File: config.mk
export PLATFORM = sky130hd
export DESIGN_NAME = adc_thresh_cmp
export DESIGN_NICKNAME = d
export VERILOG_FILES = /design/src/rtl/adc_cmp_pkg.sv /design/src/rtl/adc_cmp_cfg.sv /design/src/rtl/adc_cmp_lane.sv /design/src/rtl/adc_cmp_flags.sv /design/src/rtl/adc_thresh_cmp.sv
export SDC_FILE = /design/constraint.sdc
export NUM_CORES = 1
export LEC_CHECK = 0
export ABC_AREA = 1
export ABC_CLOCK_PERIOD_IN_PS = 22200
export CORE_MARGIN = 2
export CORE_UTILIZATION = 60
export DETAILED_ROUTE_END_ITERATION = 7
export DONT_BUFFER_PORTS = 1
export GPL_TIMING_DRIVEN = 0
export PLACE_DENSITY = 0.86
export SLEW_MARGIN = 20
export SYNTH_ARGS = -nofsm -noshare
export SYNTH_HDL_FRONTEND = slang
export SYNTH_SLANG_ARGS = --single-unit
File: constraint.sdc
create_clock -name clk -period 22.2 [get_ports clk]
set_clock_uncertainty 0.15 [all_clocks]
set_input_delay 2.22 -clock clk [delete_from_list [all_inputs] [get_ports clk]]
set_output_delay 2.22 -clock clk [all_outputs]
set_load 0.05 [all_outputs]
File: src/rtl/adc_cmp_pkg.sv
package adc_cmp_pkg;

  localparam int DATA_W = 10;

  localparam logic [1:0] BANK_THR = 2'd0;
  localparam logic [1:0] BANK_RES = 2'd1;
  localparam logic [1:0] BANK_CTL = 2'd2;

  localparam int CTL_FLAGS = 0;
  localparam int CTL_MASK  = 1;

  typedef enum logic [1:0] {
    MODE_OFF      = 2'b00,
    MODE_SPARE    = 2'b01,
    MODE_BELOW    = 2'b10,
    MODE_AT_ABOVE = 2'b11
  } cmp_mode_e;

  // True for resolution codes 2..10.
  function automatic logic res_is_valid(input logic [3:0] code);
    return (code >= 4'd2) && (code <= 4'd10);
  endfunction

  // Keep the top "code" bits of a left-aligned result.
  function automatic logic [DATA_W-1:0] res_keep_mask(input logic [3:0] code);
    logic [DATA_W-1:0] m;
    for (int i = 0; i < DATA_W; i++) begin
      m[i] = (i >= (DATA_W - int'(code)));
    end
    return m;
  endfunction

endpackage

File: src/rtl/adc_cmp_cfg.sv
module adc_cmp_cfg
  import adc_cmp_pkg::*;
#(
  parameter int NUM_CH = 16,
  localparam int IDX_W = $clog2(NUM_CH)
) (
  input  logic              clk,
  input  logic              rst_n,
  input  logic              wr_en_i,
  input  logic [1:0]        wr_bank_i,
  input  logic [IDX_W-1:0]  wr_idx_i,
  input  logic [31:0]       wr_data_i,
  output logic [DATA_W-1:0] thr_o  [NUM_CH],
  output cmp_mode_e         mode_o [NUM_CH],
  output logic [3:0]        res_o  [NUM_CH],
  output logic [NUM_CH-1:0] en_mask_o
);

  logic [DATA_W-1:0] thr_q  [NUM_CH];
  logic [DATA_W-1:0] thr_d  [NUM_CH];
  cmp_mode_e         mode_q [NUM_CH];
  cmp_mode_e         mode_d [NUM_CH];
  logic [3:0]        res_q  [NUM_CH];
  logic [3:0]        res_d  [NUM_CH];
  logic [NUM_CH-1:0] en_q;
  logic [NUM_CH-1:0] en_d;

  logic thr_wr;
  logic res_wr;
  logic en_wr;

  assign thr_wr = wr_en_i && (wr_bank_i == BANK_THR);
  assign res_wr = wr_en_i && (wr_bank_i == BANK_RES);
  assign en_wr  = wr_en_i && (wr_bank_i == BANK_CTL) && (int'(wr_idx_i) == CTL_MASK);

  always_comb begin
    for (int c = 0; c < NUM_CH; c++) begin
      thr_d[c]  = thr_q[c];
      mode_d[c] = mode_q[c];
      res_d[c]  = res_q[c];
      if (thr_wr && (int'(wr_idx_i) == c)) begin
        thr_d[c]  = wr_data_i[DATA_W-1:0];
        mode_d[c] = cmp_mode_e'(wr_data_i[17:16]);
      end
      if (res_wr && (int'(wr_idx_i) == c)) begin
        res_d[c] = wr_data_i[3:0];
      end
    end
    en_d = en_wr ? wr_data_i[NUM_CH-1:0] : en_q;
  end

  always_ff @(posedge clk or negedge rst_n) begin
    if (!rst_n) begin
      for (int c = 0; c < NUM_CH; c++) begin
        thr_q[c]  <= '0;
        mode_q[c] <= MODE_OFF;
        res_q[c]  <= '0;
      end
      en_q <= '0;
    end else begin
      for (int c = 0; c < NUM_CH; c++) begin
        thr_q[c]  <= thr_d[c];
        mode_q[c] <= mode_d[c];
        res_q[c]  <= res_d[c];
      end
      en_q <= en_d;
    end
  end

  assign thr_o     = thr_q;
  assign mode_o    = mode_q;
  assign res_o     = res_q;
  assign en_mask_o = en_q;

  // support: the enable mask only moves on a write strobe
  a_r12_mask_hold: assert property (@(posedge clk) disable iff (!rst_n)
    !wr_en_i |=> $stable(en_q));

endmodule

File: src/rtl/adc_cmp_lane.sv
module adc_cmp_lane
  import adc_cmp_pkg::*;
(
  input  logic              clk,
  input  logic              rst_n,
  input  logic              scan_done_i,
  input  logic              new_i,
  input  logic [DATA_W-1:0] result_i,
  input  logic [DATA_W-1:0] thr_i,
  input  cmp_mode_e         mode_i,
  input  logic [3:0]        res_i,
  output logic              hit_o
);

  logic [DATA_W-1:0] trimmed;
  logic              below;
  logic              cond;
  logic              armed;

  assign trimmed = result_i & res_keep_mask(res_i);
  assign below   = trimmed < thr_i;
  assign armed   = scan_done_i && new_i && res_is_valid(res_i);

  always_comb begin
    unique case (mode_i)
      MODE_BELOW:    cond = below;
      MODE_AT_ABOVE: cond = !below;
      default:       cond = 1'b0;
    endcase
  end

  assign hit_o = armed && cond;

  a_r5_mode_quiet: assert property (@(posedge clk) disable iff (!rst_n)
    (mode_i == MODE_OFF || mode_i == MODE_SPARE) |-> !hit_o);

  a_r6_scan_gate: assert property (@(posedge clk) disable iff (!rst_n)
    (!scan_done_i || !new_i) |-> !hit_o);

  a_r8_res_invalid: assert property (@(posedge clk) disable iff (!rst_n)
    (res_i < 4'd2 || res_i > 4'd10) |-> !hit_o);

endmodule

File: src/rtl/adc_cmp_flags.sv
module adc_cmp_flags #(
  parameter int NUM_CH = 16
) (
  input  logic              clk,
  input  logic              rst_n,
  input  logic              scan_done_i,
  input  logic [NUM_CH-1:0] hit_i,
  input  logic [NUM_CH-1:0] clr_i,
  input  logic [NUM_CH-1:0] en_mask_i,
  output logic [NUM_CH-1:0] flags_o,
  output logic              irq_o
);

  logic [NUM_CH-1:0] flags_q;
  logic [NUM_CH-1:0] flags_d;

  always_comb begin
    flags_d = (flags_q & ~clr_i) | hit_i;
  end

  always_ff @(posedge clk or negedge rst_n) begin
    if (!rst_n) begin
      flags_q <= '0;
    end else begin
      flags_q <= flags_d;
    end
  end

  assign flags_o = flags_q;
  assign irq_o   = |(flags_q & en_mask_i);

  a_r10_sticky: assert property (@(posedge clk) disable iff (!rst_n)
    1'b1 |=> ((flags_q & $past(flags_q & ~clr_i)) == $past(flags_q & ~clr_i)));

  a_r11_set_wins: assert property (@(posedge clk) disable iff (!rst_n)
    1'b1 |=> ((flags_q & $past(hit_i)) == $past(hit_i)));

  a_r6_no_scan_no_set: assert property (@(posedge clk) disable iff (!rst_n)
    !scan_done_i |=> ((flags_q & ~$past(flags_q)) == '0));

  a_r12_irq_source: assert property (@(posedge clk) disable iff (!rst_n)
    irq_o |-> (flags_q != '0));

endmodule

File: src/rtl/adc_thresh_cmp.sv
module adc_thresh_cmp
  import adc_cmp_pkg::*;
#(
  parameter int NUM_CH = 16,
  localparam int IDX_W  = $clog2(NUM_CH),
  localparam int ADDR_W = IDX_W + 2
) (
  input  logic                     clk,
  input  logic                     rst_n,
  input  logic                     reg_we,
  input  logic [ADDR_W-1:0]        reg_addr,
  input  logic [31:0]              reg_wdata,
  output logic [31:0]              reg_rdata,
  input  logic                     scan_done,
  input  logic [NUM_CH-1:0]        ch_new,
  input  logic [NUM_CH*DATA_W-1:0] ch_result,
  output logic [NUM_CH-1:0]        irq_flags,
  output logic                     irq
);

  // Reset: asserts at once, releases after two clock edges.
  logic [1:0] rst_sync_q;
  logic       rst_n_int;

  always_ff @(posedge clk or negedge rst_n) begin
    if (!rst_n) begin
      rst_sync_q <= 2'b00;
    end else begin
      rst_sync_q <= {rst_sync_q[0], 1'b1};
    end
  end
  assign rst_n_int = rst_sync_q[1];

  logic [1:0]       bank;
  logic [IDX_W-1:0] idx;
  assign bank = reg_addr[ADDR_W-1 -: 2];
  assign idx  = reg_addr[IDX_W-1:0];

  logic [DATA_W-1:0] thr  [NUM_CH];
  cmp_mode_e         mode [NUM_CH];
  logic [3:0]        res  [NUM_CH];
  logic [NUM_CH-1:0] en_mask;
  logic [NUM_CH-1:0] hit;
  logic [NUM_CH-1:0] clr;

  adc_cmp_cfg #(.NUM_CH(NUM_CH)) u_cfg (
    .clk       (clk),
    .rst_n     (rst_n_int),
    .wr_en_i   (reg_we),
    .wr_bank_i (bank),
    .wr_idx_i  (idx),
    .wr_data_i (reg_wdata),
    .thr_o     (thr),
    .mode_o    (mode),
    .res_o     (res),
    .en_mask_o (en_mask)
  );

  for (genvar c = 0; c < NUM_CH; c++) begin : g_lane
    adc_cmp_lane u_lane (
      .clk         (clk),
      .rst_n       (rst_n_int),
      .scan_done_i (scan_done),
      .new_i       (ch_new[c]),
      .result_i    (ch_result[c*DATA_W +: DATA_W]),
      .thr_i       (thr[c]),
      .mode_i      (mode[c]),
      .res_i       (res[c]),
      .hit_o       (hit[c])
    );
  end

  assign clr = (reg_we && (bank == BANK_CTL) && (int'(idx) == CTL_FLAGS))
             ? reg_wdata[NUM_CH-1:0] : '0;

  adc_cmp_flags #(.NUM_CH(NUM_CH)) u_flags (
    .clk         (clk),
    .rst_n       (rst_n_int),
    .scan_done_i (scan_done),
    .hit_i       (hit),
    .clr_i       (clr),
    .en_mask_i   (en_mask),
    .flags_o     (irq_flags),
    .irq_o       (irq)
  );

  always_comb begin
    reg_rdata = '0;
    unique case (bank)
      BANK_THR: begin
        reg_rdata[DATA_W-1:0] = thr[idx];
        reg_rdata[17:16]      = mode[idx];
      end
      BANK_RES: reg_rdata[3:0] = res[idx];
      BANK_CTL: begin
        if (int'(idx) == CTL_FLAGS) reg_rdata[NUM_CH-1:0] = irq_flags;
        else if (int'(idx) == CTL_MASK) reg_rdata[NUM_CH-1:0] = en_mask;
      end
      default: reg_rdata = '0;
    endcase
  end

  // reserved bits of a threshold register read zero
  a_r2_thr_reserved: assert property (@(posedge clk) disable iff (!rst_n_int)
    (bank == BANK_THR) |-> (reg_rdata[31:18] == '0 && reg_rdata[15:DATA_W] == '0));

endmodule

# Word level (Yosys, flattened, before mapping)

Cells that the tools add are included.

Divide/modulo/power cells: 0
Shifts and indexed selects: 0
$add $sub $neg: 16
Multiply operators: 0
Bitwise operators: 21
Order comparisons: 209
Equality and inequality tests: 49
Reductions and logical operators: 120
Muxes and demuxes: 32

Operator list:

| kind                                                              | count |
|---|---|
| greater-or-equal comparator 4 x 5 -> 1 bit, first input constant  | 64 |
| bitwise AND 10 bit                                                | 16 |
| greater-or-equal comparator 3 x 5 -> 1 bit, first input constant  | 32 |
| greater-or-equal comparator 5 bit, first input constant           | 32 |
| < comparator 10 bit                                               | 16 |
| logical AND 1 bit                                                 | 101 |
| greater-or-equal comparator 1 x 5 -> 1 bit, first input constant  | 16 |
| greater-or-equal comparator 2 x 5 -> 1 bit, first input constant  | 16 |
| subtractor 4 x 4 -> 5 bit, first input constant                   | 16 |
| == test 2 bit, second input constant                              | 33 |
| greater-or-equal comparator 4 x 2 -> 1 bit, second input constant | 16 |
| <= comparator 4 bit, second input constant                        | 16 |
| 2-to-1 mux 16 bit                                                 | 3 |
| binary-select mux 10 bit (select 4 bit)                           | 1 |
| bitwise AND 16 bit                                                | 2 |
| == test 4 bit, second input constant                              | 8 |
| case mux 1 bit (2 select lines)                                   | 16 |
| 2-to-1 mux 10 bit                                                 | 2 |
| binary-select mux 4 bit (select 4 bit)                            | 1 |
| == test 4 x 3 -> 1 bit, second input constant                     | 4 |
| zero test 1 bit                                                   | 16 |
| inverter 16 bit                                                   | 1 |
| bitwise OR 16 bit                                                 | 1 |
| OR reduction 16 bit                                               | 1 |
| other kinds (13)                                                  | 17 |

Memory bits (read-only): 0
Bits in latches: 0
Output and inout port bits: 49
Register bits after elaboration: 290
Memory bits (writable): 0
Logic and storage cells: 498
Bits of input ports: 218
Memories kept: 0

# Logic depth before layout (Yosys ltp)

Depth after elaboration: 8
Depth in mapped cells: 23
Gate-level depth less buffers: 23

# Modules after synthesis

A second synthesis with hierarchy kept.

Cells, all modules: 3801
Area, all modules: 24466.0 µm²

By module, submodules not included:

| module                              | sequential area each (µm²) | cells each | instances | area an instance (µm²) |
|---|---|---|---|---|
| adc_cmp_cfg                         | 6806.5                     | 1262       | 1         | 10950.5 |
| adc_cmp_lane (g_lane[0].u_lane ...) | 0.0                        | 103        | 9         | 570.5 |
| adc_cmp_lane (g_lane[2].u_lane ...) | 0.0                        | 105        | 7         | 608.1 |
| adc_thresh_cmp                      | 50.0                       | 794        | 1         | 3409.5 |
| adc_cmp_flags                       | 400.4                      | 83         | 1         | 714.4 |

# Worst setup path before layout

Ideal clock, no wire load.

Path kind: input to output
Start point: in reg_addr[0]
End point: out reg_rdata[16]
Data required time: 19.830 ns
Stages: 8
Path buffers: 3
Slack: 15.767 ns
Arrival: 4.063 ns
Cell sequence: buf_2 > nor2_1 > inv_1 > buf_4 > buf_2 > o22ai_1 > o21ai_0 > a41oi_1

Word-level cells in the longest chain between the ends: 5

Ends and longest elaborated chain:

| element                                             | RTL line             | text |
|---|---|---|
| from (decl)                                         | adc_thresh_cmp.sv:11 | `input logic [ADDR_W-1:0] reg_addr,` |
| inverter 4 -> 5 bit (not written as such)           | adc_thresh_cmp.sv:92 | `reg_rdata[17:16] = mode[idx];` |
| binary-select mux 2 bit (select 4 bit)              | adc_thresh_cmp.sv:92 |  |
| 2-to-1 mux 2 bit (not written as such) (2 in a row) | adc_thresh_cmp.sv:92 |  |
| 2-to-1 mux 2 bit                                    | adc_thresh_cmp.sv:89 | `unique case (bank)` |
| to (decl)                                           | adc_thresh_cmp.sv:13 | `output logic [31:0] reg_rdata,` |

No other way between the ends. The select of a mux whose other input is x is not followed.

# Worst setup path in the final report

Start point: in reg_addr[0]
End point: out reg_rdata[1]

Word-level cells in the longest chain between the ends: 5
Elaborated cells between the ends (all ways): 12
Classes of those cells: eq/ne: 1; mux: 9; bitwise: 1; reduce/logical: 1

Ends and longest elaborated chain:

| element                                                                                                  | RTL line |
|---|---|
| inverter 4 -> 5 bit (not written as such)                                                                | adc_thresh_cmp.sv:91, adc_thresh_cmp.sv:94 |
| binary-select mux 4 bit (select 4 bit) / binary-select mux 10 bit (select 4 bit) (equally long branches) | adc_thresh_cmp.sv:94, adc_thresh_cmp.sv:91 |
| 2-to-1 mux 4 bit (not written as such) / 2-to-1 mux 10 bit (equally long branches) (2 in a row)          | adc_thresh_cmp.sv:94, adc_thresh_cmp.sv:91 |
| case mux 4 bit (3 select lines) (*)                                                                      | adc_thresh_cmp.sv:89 |

Every way passes the cells marked *; elsewhere a longest branch is shown, timed or not. The select of a mux whose other input is x is not followed.

==> reports/qor.yml <==
status: "complete, no violations"
yosys-mux-area-fraction: 0
critical_path.max_fanout: 10
min_period_ns: 7.34
final_nets: 3576
synth_flop_cell: "dfrtp_1"
reg2reg_slack_ns: 18.71
routed_wl_um: 85300
layout-drive-gt1-share: 0.0686
cts.sinks: 290
cp-startpoint: "reg_addr[0]"
ios: 267
maxSlewViolCount: 0
area_growth_pct: 9.16
tightest_slew_ns: 1.29
synthXorXnorAreaFrac: 0
yosys_warnings: 0
fmax_ghz: 0.136
clk_latency_ns: 0.52
async_flop_share: 1.00
root_buffer: "clkbuf_16"
synth_compound_area_frac: 0.203
synth_top_family_by_area: "simple AND/OR/NAND/NOR gates"
gp_congestion: 1.06
vdd_drop_max_v: 0.0000715
drt_iter0_markers: 2944
grt_antenna_before_repair: 3
worstSetupStartpointType: "primary input"
via_per_inst: 6.42
finalSetupTns_ns: 0
path_buf_inv: 2
cp.arrival_ns: 4.97
numCtsBuffers: 34
r2r-start: "u_cfg.res_o[29]"
slowest_delay_ns: 0.74
htreeDepth: 2
fp.dieW_um: 196
dp_slack_ns: 15.02
ant_nets: 0
gr-total-overflow: 0
grt_pass1_vias: 22200
synth_area_per_cell_um2: 7.17
power_leakage_nw: 11.8
synth_cell_type_count: 49
cp_top_family: "compound AO/OA/AOI/OAI gates"
core_um2: 36400
cts_resized: 0
rr_worst_depth: 15
worst_ep_required_time_ns: 19.83
synth_seq_cells: 290
hold_viol_final: 0
synth_edf_count: 0
syn_inst: 3086
slew_headroom: 0.140
post-route-period-util: 0.331
hp-class: "register to asynchronous set/reset pin"
cts_buffer_depth: 3
post_drt_wl_per_cell_um: 23.5
hold_slack_ns: 0.130
vias: 23300
grt_pass1_wl_um: 128000
fp.dieH_um: 196
finalInstanceArea_um2: 24100
grt_usage: 0.441
dpl_cell_area_um2: 22900
finish.utilization: 0.663
initial_utilization: 0.607
ys_seq_area_frac: 0.328
drc: 0
drt-pass1-iter-count: 8
yosys.area_share.simple: 0.240
crit_type: "primary input to primary output"
critPathCaptureType: "primary output"
path_clk_slew_ns: 0.06
grt_max_degree: 57
fp.dieArea_um2: 38400
synthesis.area_um2: 22100
crit_path_cell_trace: "buf_2 -> nor2_1 -> clkbuf_1 -> a22oi_1 -> o221ai_1 -> a22o_1 -> o21ai_0 -> nand3_1"
cts_tree: "built"
holdBufCountCts: 0
reg2reg_to: "u_flags.flags_o[8]"
cap_violations: 0
cp_slowest_cell: "clkbuf_1"
cts_setup_buffers: 0
synth_adder_area_share: 0.123
rsz0062_at_grt: "no"
port_buffers: 0
placementRows: 70
layout_setup_ws_ns: 14.86
p_per_area_nw_per_um2: 87.1
setup_viol_count_final: 0
dp_hpwl_um: 65500
[routing by layer]
metal | wire length (um) | global-route usage | part of all wire
met1 | 31400 | 0.556 | 0.37
met2 | 36300 | 0.673 | 0.43
met3 | 11100 | 0.119 | 0.13
met4 | 6540 | 0.285 | 0.077
met5 | 0 | 0 | 0
[flip-flops by register name (all words and copies together), names as in the netlist]
| name | count |
|---|---|
| u_cfg.mode_o | 32 |
| rst_sync_q | 2 |
| u_cfg.res_o | 64 |
| u_cfg.thr_o | 160 |
| u_flags.flags_o | 16 |
| u_cfg.en_mask_o | 16 |
[cells by family (layout without fill, tap and decap cells)]
| kind of cell | count (synthesis) | in the layout |
|---|---|---|
| buffers and inverters | 600 | 666 |
| DFF | 290 | 290 |
| adders and majority gates | 217 | 217 |
| other | 2 | 18 |
| and+or+nand+nor | 1231 | 1231 |
| AOI/OAI and AO/OA | 746 | 746 |
[cell usage after synthesis (all sizes together), types with 13 or more instances]
| cell | instances | share of area |
|---|---|---|
| o22ai | 95 | 0.027 |
| a21boi | 34 | 0.012 |
| ha | 217 | 0.12 |
| a21oi | 85 | 0.019 |
| nor3 | 32 | 0.0075 |
| nand3 | 166 | 0.039 |
| nand2 | 794 | 0.14 |
| nor2 | 162 | 0.032 |
| o21a | 13 | 0.0044 |
| nand4 | 43 | 0.012 |
| inv | 490 | 0.083 |
| nor3b | 14 | 0.0048 |
| dfrtp | 290 | 0.33 |
| clkbuf | 73 | 0.012 |
| a31oi | 31 | 0.0088 |
| o21ai | 352 | 0.080 |
| a22oi | 25 | 0.0085 |
| a22o | 16 | 0.0063 |
| buf | 37 | 0.010 |
[worst register-to-register path: cells and delay by family, from the launching register on]
| family | cells | cell delay, ns |
|---|---|---|
| compound gates | 3 | 1.30 |
| simple gates | 7 | 0.68 |
| fa+ha+maj | 2 | 0.53 |
| flops | 1 | 0.48 |
| buf+inv | 3 | 0.24 |
[final cells by class]
type                       count  area [um2]
clock buffer                  45        1000
fill                        3231       12300
sequential                   290        7260
timing repair buffer           6         149
buffer                       110         502
multi-input combinational   2209       12600
inverter                     490        1840
clock inverter                15         208
antenna                        3        7.51
tap                          468         586
[stage by stage]
step / power [mW] / instances
6_report: 2.10 / 3636
5_1_grt: 2.21 / 3633
4_1_cts: 2.07 / 3633
3_5_place_dp: 1.46 / 3573
3_3_place_gp: 1.42 / 3567
2_1_floorplan: 1.25 / 3099
[worst max-delay path by stage]
stage                                     to  slack [ns]  cells after the start
after floorplan           u_cfg.en_mask_o[0]       13.37                      0
after global placement       u_cfg.res_o[52]       10.39                      0
after detailed placement        reg_rdata[1]       15.02                      8
after CTS                       reg_rdata[1]       15.03                      8
after global routing            reg_rdata[1]       14.86                      8
final                           reg_rdata[1]       14.86                      8
[power breakdown]
group / internal [mW] / switching [mW] / leakage, nW
Combinational: 0.253 / 0.485 / 7.36
Clock: 0.376 / 0.243 / 0.608
Sequential: 0.606 / 0.140 / 3.83
[cell usage in the layout (no fill, tap or decap), types with 7 or more instances in the layout]
master,synthesis,routed
a2111oi_0,7,7
a211oi_1,12,12
a21boi_0,34,34
a21oi_1,85,82
a22o_1,16,16
a22oi_1,25,25
a31oi_1,31,31
buf_2,19,19
buf_4,17,17
clkbuf_1,73,73
clkbuf_16,0,35
clkbuf_8,0,9
clkinv_2,0,8
conb_1,2,15
dfrtp_1,290,289
ha_1,217,217
inv_1,462,462
inv_2,28,28
nand2_1,754,754
nand2_2,40,40
nand3_1,161,161
nand4_1,43,43
nor2_1,138,138
nor2_2,20,20
nor3_1,31,31
nor3b_1,14,14
nor4_1,12,12
o211ai_1,8,8
o21a_1,13,13
o21ai_0,336,336
o21ai_1,16,16
o221a_2,10,10
o221ai_1,12,12
o22ai_1,95,95
o31ai_1,12,12
o41ai_1,9,9
(Power assumes the default switching activity.)
